===== config.mk =====
export PLATFORM = sky130hd
export DESIGN_NAME = xlt_mmu
export DESIGN_NICKNAME = d
export VERILOG_FILES = /design/src/rtl/xlt_pkg.sv /design/src/rtl/xlt_perm.sv /design/src/rtl/xlt_tlb.sv /design/src/rtl/xlt_mmu.sv
export SDC_FILE = /design/constraint.sdc
export NUM_CORES = 1
export LEC_CHECK = 0
export ABC_AREA = 1
export ABC_CLOCK_PERIOD_IN_PS = 3200
export BUFFER_PORTS_ARGS = -buffer_cell sky130_fd_sc_hd__buf_2
export CORE_UTILIZATION = 40
export DETAILED_ROUTE_END_ITERATION = 8
export GPL_ROUTABILITY_DRIVEN = 0
export PLACE_DENSITY_LB_ADDON = 0.1
export SLEW_MARGIN = 25
export SYNTH_ARGS = -nofsm -noshare
export SYNTH_HDL_FRONTEND = slang
export SYNTH_SLANG_ARGS = --single-unit

===== constraint.sdc =====
create_clock -name clk -period 3.2 [get_ports clk]
set_clock_uncertainty 0.2 [all_clocks]
set_input_delay 0.32 -clock clk [delete_from_list [all_inputs] [get_ports clk]]
set_output_delay 0.32 -clock clk [all_outputs]
set_load 0.01 [all_outputs]

===== src/rtl/xlt_pkg.sv =====
package xlt_pkg;

   // Fixed flag positions inside a page-table entry word
   localparam int PTE_V     = 0;
   localparam int PTE_RD    = 1;
   localparam int PTE_WR    = 2;
   localparam int PTE_EX    = 3;
   localparam int PTE_REF   = 4;
   localparam int PTE_DIRTY = 5;
   localparam int PTE_FLAGS = 6;

   // Response status codes
   localparam logic [1:0] ST_OK   = 2'b00;
   localparam logic [1:0] ST_PAGE = 2'b01;
   localparam logic [1:0] ST_PROT = 2'b10;

   typedef enum logic [1:0] {
      ACC_LOAD  = 2'b00,
      ACC_STORE = 2'b01,
      ACC_FETCH = 2'b10,
      ACC_RSVD  = 2'b11
   } acc_e;

   typedef enum logic [1:0] {
      W_IDLE = 2'b00,
      W_RD   = 2'b01,
      W_WAIT = 2'b10,
      W_WB   = 2'b11
   } walk_st_e;

   typedef struct packed {
      logic x;
      logic w;
      logic r;
   } perm_t;

endpackage


===== src/rtl/xlt_perm.sv =====
module xlt_perm
   import xlt_pkg::*;
(
   input  logic [1:0] kind,
   input  perm_t      perm,
   output logic       allowed
);

   always_comb begin
      case (kind)
         ACC_LOAD:  allowed = perm.r;
         ACC_STORE: allowed = perm.w;
         ACC_FETCH: allowed = perm.x;
         default:   allowed = 1'b0;
      endcase
   end

endmodule


===== src/rtl/xlt_tlb.sv =====
module xlt_tlb
   import xlt_pkg::*;
#(
   parameter int ENTRIES = 8,
   parameter int VPN_W   = 20,
   parameter int PPN_W   = 20
)(
   input  logic                        clk,
   input  logic                        rst_n,
   input  logic                        flush,
   input  logic [VPN_W-1:0]            lk_vpn,
   output logic                        lk_hit,
   output logic [$clog2(ENTRIES)-1:0]  lk_idx,
   output logic [PPN_W-1:0]            lk_ppn,
   output perm_t                       lk_perm,
   output logic                        lk_dirty,
   input  logic                        fill_en,
   input  logic [VPN_W-1:0]            fill_vpn,
   input  logic [PPN_W-1:0]            fill_ppn,
   input  perm_t                       fill_perm,
   input  logic                        fill_dirty,
   input  logic                        mark_en,
   input  logic [$clog2(ENTRIES)-1:0]  mark_idx
);

   localparam int  IDX_W = $clog2(ENTRIES);
   localparam bit  POW2  = ((ENTRIES & (ENTRIES - 1)) == 0);

   if (ENTRIES < 2) begin : g_bad_entries
      $error("xlt_tlb: ENTRIES must be at least 2");
   end

   logic [ENTRIES-1:0] ent_v;
   logic [ENTRIES-1:0] ent_d;
   logic [VPN_W-1:0]   ent_vpn  [ENTRIES];
   logic [PPN_W-1:0]   ent_ppn  [ENTRIES];
   perm_t              ent_perm [ENTRIES];
   logic [ENTRIES-1:0] hit_vec;
   logic [IDX_W-1:0]   rr_q;
   logic [IDX_W-1:0]   rr_next;

   // Parallel tag compare, one comparator per entry
   for (genvar gi = 0; gi < ENTRIES; gi++) begin : g_cmp
      assign hit_vec[gi] = ent_v[gi] && (ent_vpn[gi] == lk_vpn);
   end

   // Replacement pointer advance: natural wrap for powers of two
   if (POW2) begin : g_rr_wrap
      assign rr_next = rr_q + 1'b1;
   end else begin : g_rr_cmp
      assign rr_next = (rr_q == IDX_W'(ENTRIES - 1)) ? '0 : rr_q + 1'b1;
   end

   always_comb begin
      lk_ppn   = '0;
      lk_perm  = '0;
      lk_dirty = 1'b0;
      lk_idx   = '0;
      for (int i = 0; i < ENTRIES; i++) begin
         if (hit_vec[i]) begin
            lk_ppn   = lk_ppn | ent_ppn[i];
            lk_perm  = lk_perm | ent_perm[i];
            lk_dirty = lk_dirty | ent_d[i];
            lk_idx   = lk_idx | IDX_W'(i);
         end
      end
   end
   assign lk_hit = |hit_vec;

   always_ff @(posedge clk or negedge rst_n) begin
      if (!rst_n) begin
         ent_v <= '0;
         ent_d <= '0;
         rr_q  <= '0;
         for (int i = 0; i < ENTRIES; i++) begin
            ent_vpn[i]  <= '0;
            ent_ppn[i]  <= '0;
            ent_perm[i] <= '0;
         end
      end else if (flush) begin
         ent_v <= '0;
         rr_q  <= '0;
      end else begin
         for (int i = 0; i < ENTRIES; i++) begin
            if (fill_en && rr_q == IDX_W'(i)) begin
               ent_v[i]    <= 1'b1;
               ent_d[i]    <= fill_dirty;
               ent_vpn[i]  <= fill_vpn;
               ent_ppn[i]  <= fill_ppn;
               ent_perm[i] <= fill_perm;
            end else if (mark_en && mark_idx == IDX_W'(i)) begin
               ent_d[i] <= 1'b1;
            end
         end
         if (fill_en) rr_q <= rr_next;
      end
   end

   p_flush_empties_r10: assert property (@(posedge clk) disable iff (!rst_n)
      flush |=> (ent_v == '0))
      else $error("flush left a valid entry");

   p_single_match_r9: assert property (@(posedge clk) disable iff (!rst_n)
      $onehot0(hit_vec))
      else $error("more than one entry matched");

   p_fill_after_miss_r9: assert property (@(posedge clk) disable iff (!rst_n)
      fill_en |-> !(lk_hit && lk_vpn == fill_vpn))
      else $error("fill of a page already cached");

endmodule


===== src/rtl/xlt_mmu.sv =====
module xlt_mmu
   import xlt_pkg::*;
#(
   parameter int VA_W        = 32,
   parameter int PTE_W       = 32,
   parameter int PAGE_BITS   = 12,
   parameter int TLB_ENTRIES = 8
)(
   input  logic              clk,
   input  logic              rst_n,
   input  logic              ctx_load,
   input  logic [PTE_W-1:0]  ctx_base,
   input  logic              req_valid,
   output logic              req_ready,
   input  logic [VA_W-1:0]   req_vaddr,
   input  logic [1:0]        req_kind,
   output logic              rsp_valid,
   output logic [1:0]        rsp_status,
   output logic [PTE_W-1:0]  rsp_paddr,
   output logic              mem_req_valid,
   output logic              mem_req_write,
   output logic [PTE_W-1:0]  mem_req_addr,
   output logic [PTE_W-1:0]  mem_req_wdata,
   input  logic              mem_rsp_valid,
   input  logic [PTE_W-1:0]  mem_rsp_rdata
);

   localparam int VPN_W     = VA_W - PAGE_BITS;
   localparam int PPN_W     = PTE_W - PAGE_BITS;
   localparam int PTE_BYTES = PTE_W / 8;
   localparam int PTE_SHIFT = $clog2(PTE_BYTES);
   localparam int IDX_W     = $clog2(TLB_ENTRIES);

   if (PAGE_BITS < PTE_FLAGS) begin : g_bad_page
      $error("xlt_mmu: page offset too narrow for entry flags");
   end
   if (VA_W <= PAGE_BITS) begin : g_bad_va
      $error("xlt_mmu: virtual address narrower than page offset");
   end
   if ((PTE_W % 8) != 0 || (PTE_BYTES & (PTE_BYTES - 1)) != 0) begin : g_bad_pte
      $error("xlt_mmu: entry width must be a power-of-two byte count");
   end

   walk_st_e            st_q;
   logic [PTE_W-1:0]    base_q;
   logic [VPN_W-1:0]    cur_vpn_q;
   logic [PAGE_BITS-1:0] cur_off_q;
   logic [1:0]          cur_kind_q;
   logic [PTE_W-1:0]    pte_addr_q;
   logic [PTE_W-1:0]    wb_word_q;
   logic                install_q;
   logic                mark_q;
   logic [IDX_W-1:0]    mark_idx_q;
   logic [1:0]          pend_status_q;
   logic [PTE_W-1:0]    pend_paddr_q;
   logic                rsp_valid_q;
   logic [1:0]          rsp_status_q;
   logic [PTE_W-1:0]    rsp_paddr_q;

   logic [VPN_W-1:0]     req_vpn;
   logic [PAGE_BITS-1:0] req_off;
   logic                 lk_hit;
   logic [IDX_W-1:0]     lk_idx;
   logic [PPN_W-1:0]     lk_ppn;
   perm_t                lk_perm;
   logic                 lk_dirty;
   logic                 hit_ok;
   logic                 pte_ok;
   perm_t                rd_perm;
   perm_t                wb_perm;
   logic [PTE_W-1:0]     walk_word;

   assign req_vpn = req_vaddr[VA_W-1:PAGE_BITS];
   assign req_off = req_vaddr[PAGE_BITS-1:0];

   assign rd_perm = '{x: mem_rsp_rdata[PTE_EX], w: mem_rsp_rdata[PTE_WR], r: mem_rsp_rdata[PTE_RD]};
   assign wb_perm = '{x: wb_word_q[PTE_EX], w: wb_word_q[PTE_WR], r: wb_word_q[PTE_RD]};

   function automatic logic [PTE_W-1:0] pack_entry(input logic [PPN_W-1:0] ppn,
                                                   input perm_t p);
      logic [PTE_W-1:0] w;
      w = '0;
      w[PTE_W-1:PAGE_BITS] = ppn;
      w[PTE_V]     = 1'b1;
      w[PTE_RD]    = p.r;
      w[PTE_WR]    = p.w;
      w[PTE_EX]    = p.x;
      w[PTE_REF]   = 1'b1;
      w[PTE_DIRTY] = 1'b1;
      return w;
   endfunction

   // Entry word written back after a walk: referenced always, dirty on a permitted store
   always_comb begin
      walk_word = mem_rsp_rdata;
      walk_word[PTE_REF] = 1'b1;
      if (cur_kind_q == ACC_STORE && mem_rsp_rdata[PTE_WR])
         walk_word[PTE_DIRTY] = 1'b1;
   end

   xlt_tlb #(
      .ENTRIES (TLB_ENTRIES),
      .VPN_W   (VPN_W),
      .PPN_W   (PPN_W)
   ) u_tlb (
      .clk        (clk),
      .rst_n      (rst_n),
      .flush      (ctx_load),
      .lk_vpn     (req_vpn),
      .lk_hit     (lk_hit),
      .lk_idx     (lk_idx),
      .lk_ppn     (lk_ppn),
      .lk_perm    (lk_perm),
      .lk_dirty   (lk_dirty),
      .fill_en    (st_q == W_WB && install_q),
      .fill_vpn   (cur_vpn_q),
      .fill_ppn   (wb_word_q[PTE_W-1:PAGE_BITS]),
      .fill_perm  (wb_perm),
      .fill_dirty (wb_word_q[PTE_DIRTY]),
      .mark_en    (st_q == W_WB && mark_q),
      .mark_idx   (mark_idx_q)
   );

   xlt_perm u_hit_perm (
      .kind    (req_kind),
      .perm    (lk_perm),
      .allowed (hit_ok)
   );

   xlt_perm u_walk_perm (
      .kind    (cur_kind_q),
      .perm    (rd_perm),
      .allowed (pte_ok)
   );

   always_ff @(posedge clk or negedge rst_n) begin
      if (!rst_n) begin
         st_q          <= W_IDLE;
         base_q        <= '0;
         cur_vpn_q     <= '0;
         cur_off_q     <= '0;
         cur_kind_q    <= '0;
         pte_addr_q    <= '0;
         wb_word_q     <= '0;
         install_q     <= 1'b0;
         mark_q        <= 1'b0;
         mark_idx_q    <= '0;
         pend_status_q <= ST_OK;
         pend_paddr_q  <= '0;
         rsp_valid_q   <= 1'b0;
         rsp_status_q  <= ST_OK;
         rsp_paddr_q   <= '0;
      end else begin
         rsp_valid_q <= 1'b0;
         if (ctx_load) base_q <= ctx_base;
         case (st_q)
            W_IDLE: begin
               if (req_valid) begin
                  cur_vpn_q  <= req_vpn;
                  cur_off_q  <= req_off;
                  cur_kind_q <= req_kind;
                  pte_addr_q <= base_q + (PTE_W'(req_vpn) << PTE_SHIFT);
                  install_q  <= 1'b0;
                  mark_q     <= 1'b0;
                  if (!lk_hit) begin
                     st_q <= W_RD;
                  end else if (!hit_ok) begin
                     rsp_valid_q  <= 1'b1;
                     rsp_status_q <= ST_PROT;
                     rsp_paddr_q  <= '0;
                  end else if (req_kind == ACC_STORE && !lk_dirty) begin
                     wb_word_q     <= pack_entry(lk_ppn, lk_perm);
                     mark_q        <= 1'b1;
                     mark_idx_q    <= lk_idx;
                     pend_status_q <= ST_OK;
                     pend_paddr_q  <= {lk_ppn, req_off};
                     st_q          <= W_WB;
                  end else begin
                     rsp_valid_q  <= 1'b1;
                     rsp_status_q <= ST_OK;
                     rsp_paddr_q  <= {lk_ppn, req_off};
                  end
               end
            end
            W_RD: st_q <= W_WAIT;
            W_WAIT: begin
               if (mem_rsp_valid) begin
                  if (!mem_rsp_rdata[PTE_V]) begin
                     rsp_valid_q  <= 1'b1;
                     rsp_status_q <= ST_PAGE;
                     rsp_paddr_q  <= '0;
                     st_q         <= W_IDLE;
                  end else begin
                     wb_word_q     <= walk_word;
                     install_q     <= pte_ok;
                     pend_status_q <= pte_ok ? ST_OK : ST_PROT;
                     pend_paddr_q  <= pte_ok ? {mem_rsp_rdata[PTE_W-1:PAGE_BITS], cur_off_q} : '0;
                     st_q          <= W_WB;
                  end
               end
            end
            W_WB: begin
               rsp_valid_q  <= 1'b1;
               rsp_status_q <= pend_status_q;
               rsp_paddr_q  <= pend_paddr_q;
               st_q         <= W_IDLE;
            end
            default: st_q <= W_IDLE;
         endcase
      end
   end

   assign req_ready     = (st_q == W_IDLE);
   assign rsp_valid     = rsp_valid_q;
   assign rsp_status    = rsp_status_q;
   assign rsp_paddr     = rsp_paddr_q;
   assign mem_req_valid = (st_q == W_RD) || (st_q == W_WB);
   assign mem_req_write = (st_q == W_WB);
   assign mem_req_addr  = pte_addr_q;
   assign mem_req_wdata = wb_word_q;

   p_idle_quiet_r1: assert property (@(posedge clk) disable iff (!rst_n)
      req_ready |-> !mem_req_valid)
      else $error("memory access while idle");

   p_fault_no_addr_r6: assert property (@(posedge clk) disable iff (!rst_n)
      (rsp_valid && rsp_status != ST_OK) |-> (rsp_paddr == '0))
      else $error("fault response carries an address");

   p_wb_sets_ref_r5: assert property (@(posedge clk) disable iff (!rst_n)
      (mem_req_valid && mem_req_write) |-> (mem_req_wdata[PTE_REF] && mem_req_wdata[PTE_V]))
      else $error("write-back without referenced flag");

   p_read_then_wait_r5: assert property (@(posedge clk) disable iff (!rst_n)
      (mem_req_valid && !mem_req_write) |=> (!mem_req_valid && !rsp_valid))
      else $error("activity right after a table read");

   p_wb_then_resp_r8: assert property (@(posedge clk) disable iff (!rst_n)
      (mem_req_valid && mem_req_write) |=> rsp_valid)
      else $error("no response after a write-back");

endmodule


After elaboration in Yosys (flattened, before gate mapping)
Index checks and enable logic that the tools add are counted.

Input port bits: 103. Output and inout port bits: 102. Register bits after elaboration: 569.

Eq/ne operators: 39. Reductions and logical operators: 77. Add/sub/neg operators: 2. Mux-type cells: 119. Bitwise operators: 22.

Operators by type and width (count): two-way mux 32 bit (19); equality test 20 bit (8); two-way mux 20 bit (8); bitwise OR 20 bit (7); case mux 32 bit (2 select lines) (2); case mux 32 bit (3 select lines) (1); two-way mux 1 bit (46); two-way mux 2 bit (21); two-way mux 3 bit (14); nonzero test 2 bit (18); AND reduction 2 bit (17); adder 32 x 22 -> 32 bit (1); logical AND 1 bit (28); equality test 3 bit, second input constant (8); bitwise OR 3 bit (7); equality test 3 x 2 -> 1 bit, second input constant (4); case mux 1 bit (3 select lines) (3); equality test 2 bit, second input constant (4); two-way mux 8 bit (1); != test 2 bit, second input constant (4); case mux 2 bit (4 select lines) (1); AND reduction 4 bit (2); OR reduction 8 bit (1); bitwise OR 1 bit (7); 18 further kinds (27).

Logic depth before layout (Yosys ltp)
Depth in word-level cells: 24. Mapped depth: 19.

Modules after synthesis
From an unflattened synthesis, not the netlist that was laid out.

Cells, all modules: 3568. Area total of the unflattened synthesis: 28418.5 µm².

By module, submodules not included: xlt_tlb (sequential area each 9083.7 µm², cells an instance 2295, area each 18243.7 µm², instances 1); xlt_mmu (sequential area each 5104.9 µm², cells an instance 1261, area each 10119.7 µm², instances 1); xlt_perm (sequential area each 0.0 µm², cells an instance 6, area each 27.5 µm², instances 2).

Worst setup path after synthesis
Ideal clock, no wire load.

Kind: input to register. From: input req_vaddr[13]. To: register pte_addr_q[20] (netlist: mem_req_addr[20]). Path slack: 0.425 ns. Library setup time: 0.118 ns. Cell stages on the path: 12. Path buffers: 1. Arrival: 2.457 ns. Cells stage by stage: inv_2 > buf_6 > fa_1 > o21ai_0 > a21boi_0 > o21ai_0 > a21oi_1 > o21bai_1 > a21oi_1 > or2_2 > nand3_1 > nand2_1.

Cells in the longest elaborated chain, start to end: 1.

Ends and longest elaborated chain: from (decl) (line xlt_mmu.sv:15) `input logic [VA_W-1:0] req_vaddr,`; adder 32 x 22 -> 32 bit (line xlt_mmu.sv:162) `pte_addr_q <= base_q + (PTE_W'(req_vpn) << PTE_SHIFT);`; to (signal assigned) (line xlt_mmu.sv:162); to (decl) (line xlt_mmu.sv:49) `logic [PTE_W-1:0] pte_addr_q;`.

Every way passes these cells. A chain may end at the register's enable or synchronous reset.

Worst setup path in the final report
From: input req_vaddr[17]. To: register rsp_paddr_q[13] (netlist: rsp_paddr[13]).

Cells in the longest elaborated chain, start to end: 22.

Ends and longest elaborated chain: equality test 20 bit (line xlt_tlb.sv:44) `assign hit_vec[gi] = ent_v[gi] && (ent_vpn[gi] == lk_vpn);`; logical AND 1 bit (line xlt_tlb.sv:44); two-way mux 3 bit / two-way mux 20 bit (equally long branches) (line xlt_tlb.sv:60) `if (hit_vec[i]) begin`; bitwise OR 3 bit / bitwise OR 20 bit (equally long branches) (line xlt_tlb.sv:62, xlt_tlb.sv:61); two-way mux 3 bit / two-way mux 20 bit (equally long branches) (line xlt_tlb.sv:60); bitwise OR 3 bit / bitwise OR 20 bit (equally long branches) (line xlt_tlb.sv:62, xlt_tlb.sv:61); two-way mux 3 bit / two-way mux 20 bit (equally long branches) (line xlt_tlb.sv:60); bitwise OR 3 bit / bitwise OR 20 bit (equally long branches) (line xlt_tlb.sv:62, xlt_tlb.sv:61); [6 not listed]; two-way mux 3 bit / two-way mux 20 bit (equally long branches) (line xlt_tlb.sv:60); bitwise OR 3 bit / bitwise OR 20 bit (equally long branches) (line xlt_tlb.sv:62, xlt_tlb.sv:61); two-way mux 3 bit / two-way mux 20 bit (equally long branches) (line xlt_tlb.sv:60); case mux 1 bit (3 select lines) / two-way mux 32 bit (equally long branches) (line xlt_perm.sv:10, xlt_mmu.sv:171); two-way mux 32 bit (line xlt_mmu.sv:167) `end else if (!hit_ok) begin`; two-way mux 32 bit (line xlt_mmu.sv:165) `if (!lk_hit) begin`; two-way mux 32 bit (line xlt_mmu.sv:158) `if (req_valid) begin`; case mux 32 bit (3 select lines) (line xlt_mmu.sv:156) `case (st_q)`; to (signal assigned) (line xlt_mmu.sv:181) `rsp_paddr_q <= {lk_ppn, req_off};`; to (signal assigned) (line xlt_mmu.sv:205) `rsp_paddr_q <= pend_paddr_q;`; to (decl) (line xlt_mmu.sv:58) `logic [PTE_W-1:0] rsp_paddr_q;`.

Parallel ways exist; a longest one is shown, timed or not. The select of a mux whose other input is x is not followed.

==> flow_metrics.env <==
export IMPL_numCtsBuffers=69
export IMPL_dr_pass1_iters=5
export IMPL_via_per_inst=5.051
export IMPL_cpMostUsedCell="nor2_1"
export IMPL_synth_compound_area_frac=0.1194
export IMPL_synthAdderAreaFrac=0.01205
export IMPL_drtAntennaViolNets=0
export IMPL_tightest_slew_ns=0.6600
export IMPL_ys_types=47
export IMPL_area_delta_synth_final_pct=20.95
export IMPL_cp_slowest_stage_delay_ns=0.53
export IMPL_synth_top_area_share=0.4951
export IMPL_finalSetupViolCount=0
export IMPL_drive_gt1_frac=0.1243
export IMPL_hold_ws_ns=0.03107
export IMPL_cp_cell_sequence="dlygate4sd3_1, buf_2, buf_4, nand2_1, nand2_1, nor2_1, nand2_1, nor2_1, nand3_1, nand2_1, nor2_1, nand4_2, nand2_2, nand2_2, buf_12, nand3_1, nor2_1, nor2_1"
export IMPL_post_cts_buffers=0
export IMPL_ys_dominant_reg_cell="dfrtp_1"
export IMPL_grt_max_degree=111
export IMPL_critPathArrivalTime_ns=3.37
export IMPL_start_kind="input port"
export IMPL_clock_power_share=0.324
export IMPL_clk_pin_slew_ns=0.06
export IMPL_synth_edff_count=0
export IMPL_coreArea_um2=70510
export IMPL_p_sw_mw=8.761
export IMPL_slew_headroom=0.5600
export IMPL_yosys_warnings=0
export IMPL_fp_row_count=97
export IMPL_dp_cells=4928
export IMPL_synth_xor_area_frac=0.01345
export IMPL_layout_setup_ws_ns=0.1500
export IMPL_status="completed"
export IMPL_fp_dieH_um=269.7
export IMPL_netlist_area_um2=28660
export IMPL_cp_depth=18
export IMPL_pre_cts_ws_ns=-0.03705
export IMPL_n_antenna_cell=0
export IMPL_rsz0062_at_grt="false"
export IMPL_synth_most_common_cell="nand2_1"
export IMPL_post_route_period_util=0.9531
export IMPL_cts_root_buf="clkbuf_16"
export IMPL_grt_pass1_vias=24470
export IMPL_htree_num_levels=3
export IMPL_final_cell_area_um2=34660
export IMPL_p_int_mw=15.95
export IMPL_clock_sinks=567
export IMPL_worstSetupPathType="in2reg"
export IMPL_drcViolationCount=0
export IMPL_wl_mm=96.22
export IMPL_p_total_mw=24.72
export IMPL_yosys_area_share_simple=0.2749
export IMPL_hold_viol=0
export IMPL_ys_ff_latch=567
export IMPL_drt_iter0_drc=2367
export IMPL_yosysSeqAreaShare=0.4951
export IMPL_synth_area_leaders="dfrtp_1 50%, nand2_1 17%, o21ai_0 8.6%, inv_1 5.1%, nor2_1 4.9%"
export IMPL_irDropWorstVdd_mv=0.4784
export IMPL_grt_pass1_wl_mm=149.5
export IMPL_slew_violations=0
export IMPL_overflow=0
export IMPL_min_period_ns=3.050
export IMPL_fmax_mhz=327.9
export IMPL_clkLatencyLatePin_ns=0.63
export IMPL_avgRoutedWirePerCell_um=18.75
export IMPL_p_seq_frac=0.383
export IMPL_power_frac_comb=0.293
export IMPL_io_pins=205
export IMPL_power_density_nw_per_um2=713.1
export IMPL_cp_end_kind="flop"
export IMPL_initial_core_util=0.4064
export IMPL_cap_violations=0
export IMPL_track_usage=0.2661
export IMPL_dieArea_um2=72720
export IMPL_reg2reg_depth=13
export IMPL_p_leak_nw=16.58
export IMPL_switching_share=0.3545
export IMPL_syn_nets=3964
export IMPL_synth_top_family_by_area="simple AND/OR/NAND/NOR gates"
export IMPL_cpLargestDelayFamily="simple AND/OR/NAND/NOR gates"
export IMPL_synth_mux_area_frac=0
export IMPL_fin_util=0.4915
export IMPL_path_buf_inv=4
export IMPL_dp_hpwl_mm=67.21
export IMPL_die_w_um=269.7
export IMPL_cts_buffer_depth=3
export IMPL_synth_common_cells="1300 x nand2_1, 567 x dfrtp_1, 494 x o21ai_0"
export IMPL_worst_path_max_fanout=20
export IMPL_syn_avg_cell_area_um2=7.475
export IMPL_hp_class="in2reg"
export IMPL_final_nets=4277
export IMPL_cp_slowest_cell="dlygate4sd3_1"
export IMPL_setup_tns_ns=0
export IMPL_hold_depth=3
export IMPL_syn_inst=3834
export IMPL_grt_antenna_before_repair=0
export IMPL_vias=25920
export IMPL_dpl_cell_area_um2=31460
export IMPL_yosysTopAreaCell="dfrtp_1"
export IMPL_final_cells=5132
export IMPL_cts_tree="built"
export IMPL_io_buffers=203
export IMPL_async_reset_ff_frac=1.000
export IMPL_critPathRequiredTime_ns=3.52
worst reg2reg max path: stages, from the launching register on:
cell and delay (ns):
dfrtp_1 0.35, ha_1 0.17, inv_1 0.06, fa_1 0.40
o21ai_0 0.18, buf_4 0.14, a21boi_0 0.11, o21ai_0 0.27
a21oi_1 0.17, o21bai_1 0.24, a21oi_1 0.12, or2_2 0.28
nand3_1 0.09, nand2_1 0.06
repair_timing:
| action | 4_1_cts | 5_1_grt |
|---|---|---|
| hold endpoints to repair | 237 | 0 |
| setup endpoints to repair | 0 | 97 |
| resized for setup | 0 | 9 |
| hold buffers | 88 | 0 |
worst paths after layout:
kind	from	end	slack, ns
worst min register to register	base_q[16]	base_q[16]	0.27
worst max register to register	base_q[2]	mem_req_addr[20]	0.27
worst min-delay path	req_vaddr[23]	cur_vpn_q[11]	0.03
min in group asynchronous	rst_n	u_tlb.ent_vpn[31]	0.10
max in group asynchronous	rst_n	u_tlb.ent_ppn[63]	1.71
worst max-delay path	req_vaddr[17]	rsp_paddr[13]	0.15
flip-flops by register name (all words and copies together) (netlist names), 3 cells and up:
signal and cells:
cur_off_q 12, mem_req_wdata 31, u_tlb.rr_q 3, pend_paddr_q 32, base_q 32, cur_vpn_q 20, u_tlb.ent_d 8, mark_idx_q 3
u_tlb.ent_ppn 160, u_tlb.ent_perm 24, u_tlb.ent_v 8, rsp_paddr 32, mem_req_addr 32, u_tlb.ent_vpn 160
logic make-up after synthesis:
family	count (synthesis)
compound gates	653
simple gates	1948
xor+xnor	44
flops	567
fa+ha+maj	27
buf+inv	595
routing by layer:
layer / GRT usage / up-vias / wire, um
li1: - / 12750 / -
met4: 0.07670 / 0 / 2646
met1: 0.3784 / 12300 / 44130
met3: 0.04569 / 141 / 6225
met2: 0.4154 / 738 / 43220
met5: 0 / - / 0
power by group through the flow:
stage	Sequential, mW	Combinational [mW]	Clock (mW)
6_report	9.47	7.24	8.00
3_5_place_dp	9.58	7.20	0
3_3_place_gp	9.58	7.14	0
4_1_cts	9.48	7.30	8.19
5_1_grt	9.64	8.21	8.45
2_1_floorplan	9.61	4.16	0
placed cells by master (no fill, tap or decap), types with 8 or more instances in the layout:
cell type	Yosys	final
o21ai_0	494	492
nor2_1	371	364
nor2_2	10	16
xnor2_1	26	26
a21oi_1	45	45
ha_1	26	26
or2_2	10	10
clkbuf_16	0	71
inv_2	18	18
dfrtp_1	567	567
inv_1	391	391
clkbuf_8	0	13
nand2_1	1300	1296
xor2_1	18	18
nand3_2	10	11
nand3_1	149	142
a31oi_1	10	10
nand4_1	66	66
clkbuf_1	124	14
o22ai_1	24	24
buf_12	0	30
nor3_1	8	8
buf_2	26	201
dlygate4sd3_1	0	88
o21ai_1	50	51
buf_4	17	104
cell type report:
| type | count | area, um^2 |
|---|---|---|
| Inverter | 412 | 1550 |
| Clock buffer | 98 | 2008 |
| Clock inverter | 18 | 285.3 |
| Timing Repair Buffer | 425 | 3291 |
| Fill cell | 7104 | 35850 |
| Multi-Input combinational cell | 2672 | 12160 |
| Sequential cell | 567 | 14190 |
| Tap cell | 940 | 1176 |
No activity file was read; power rests on OpenSTA's default activity.
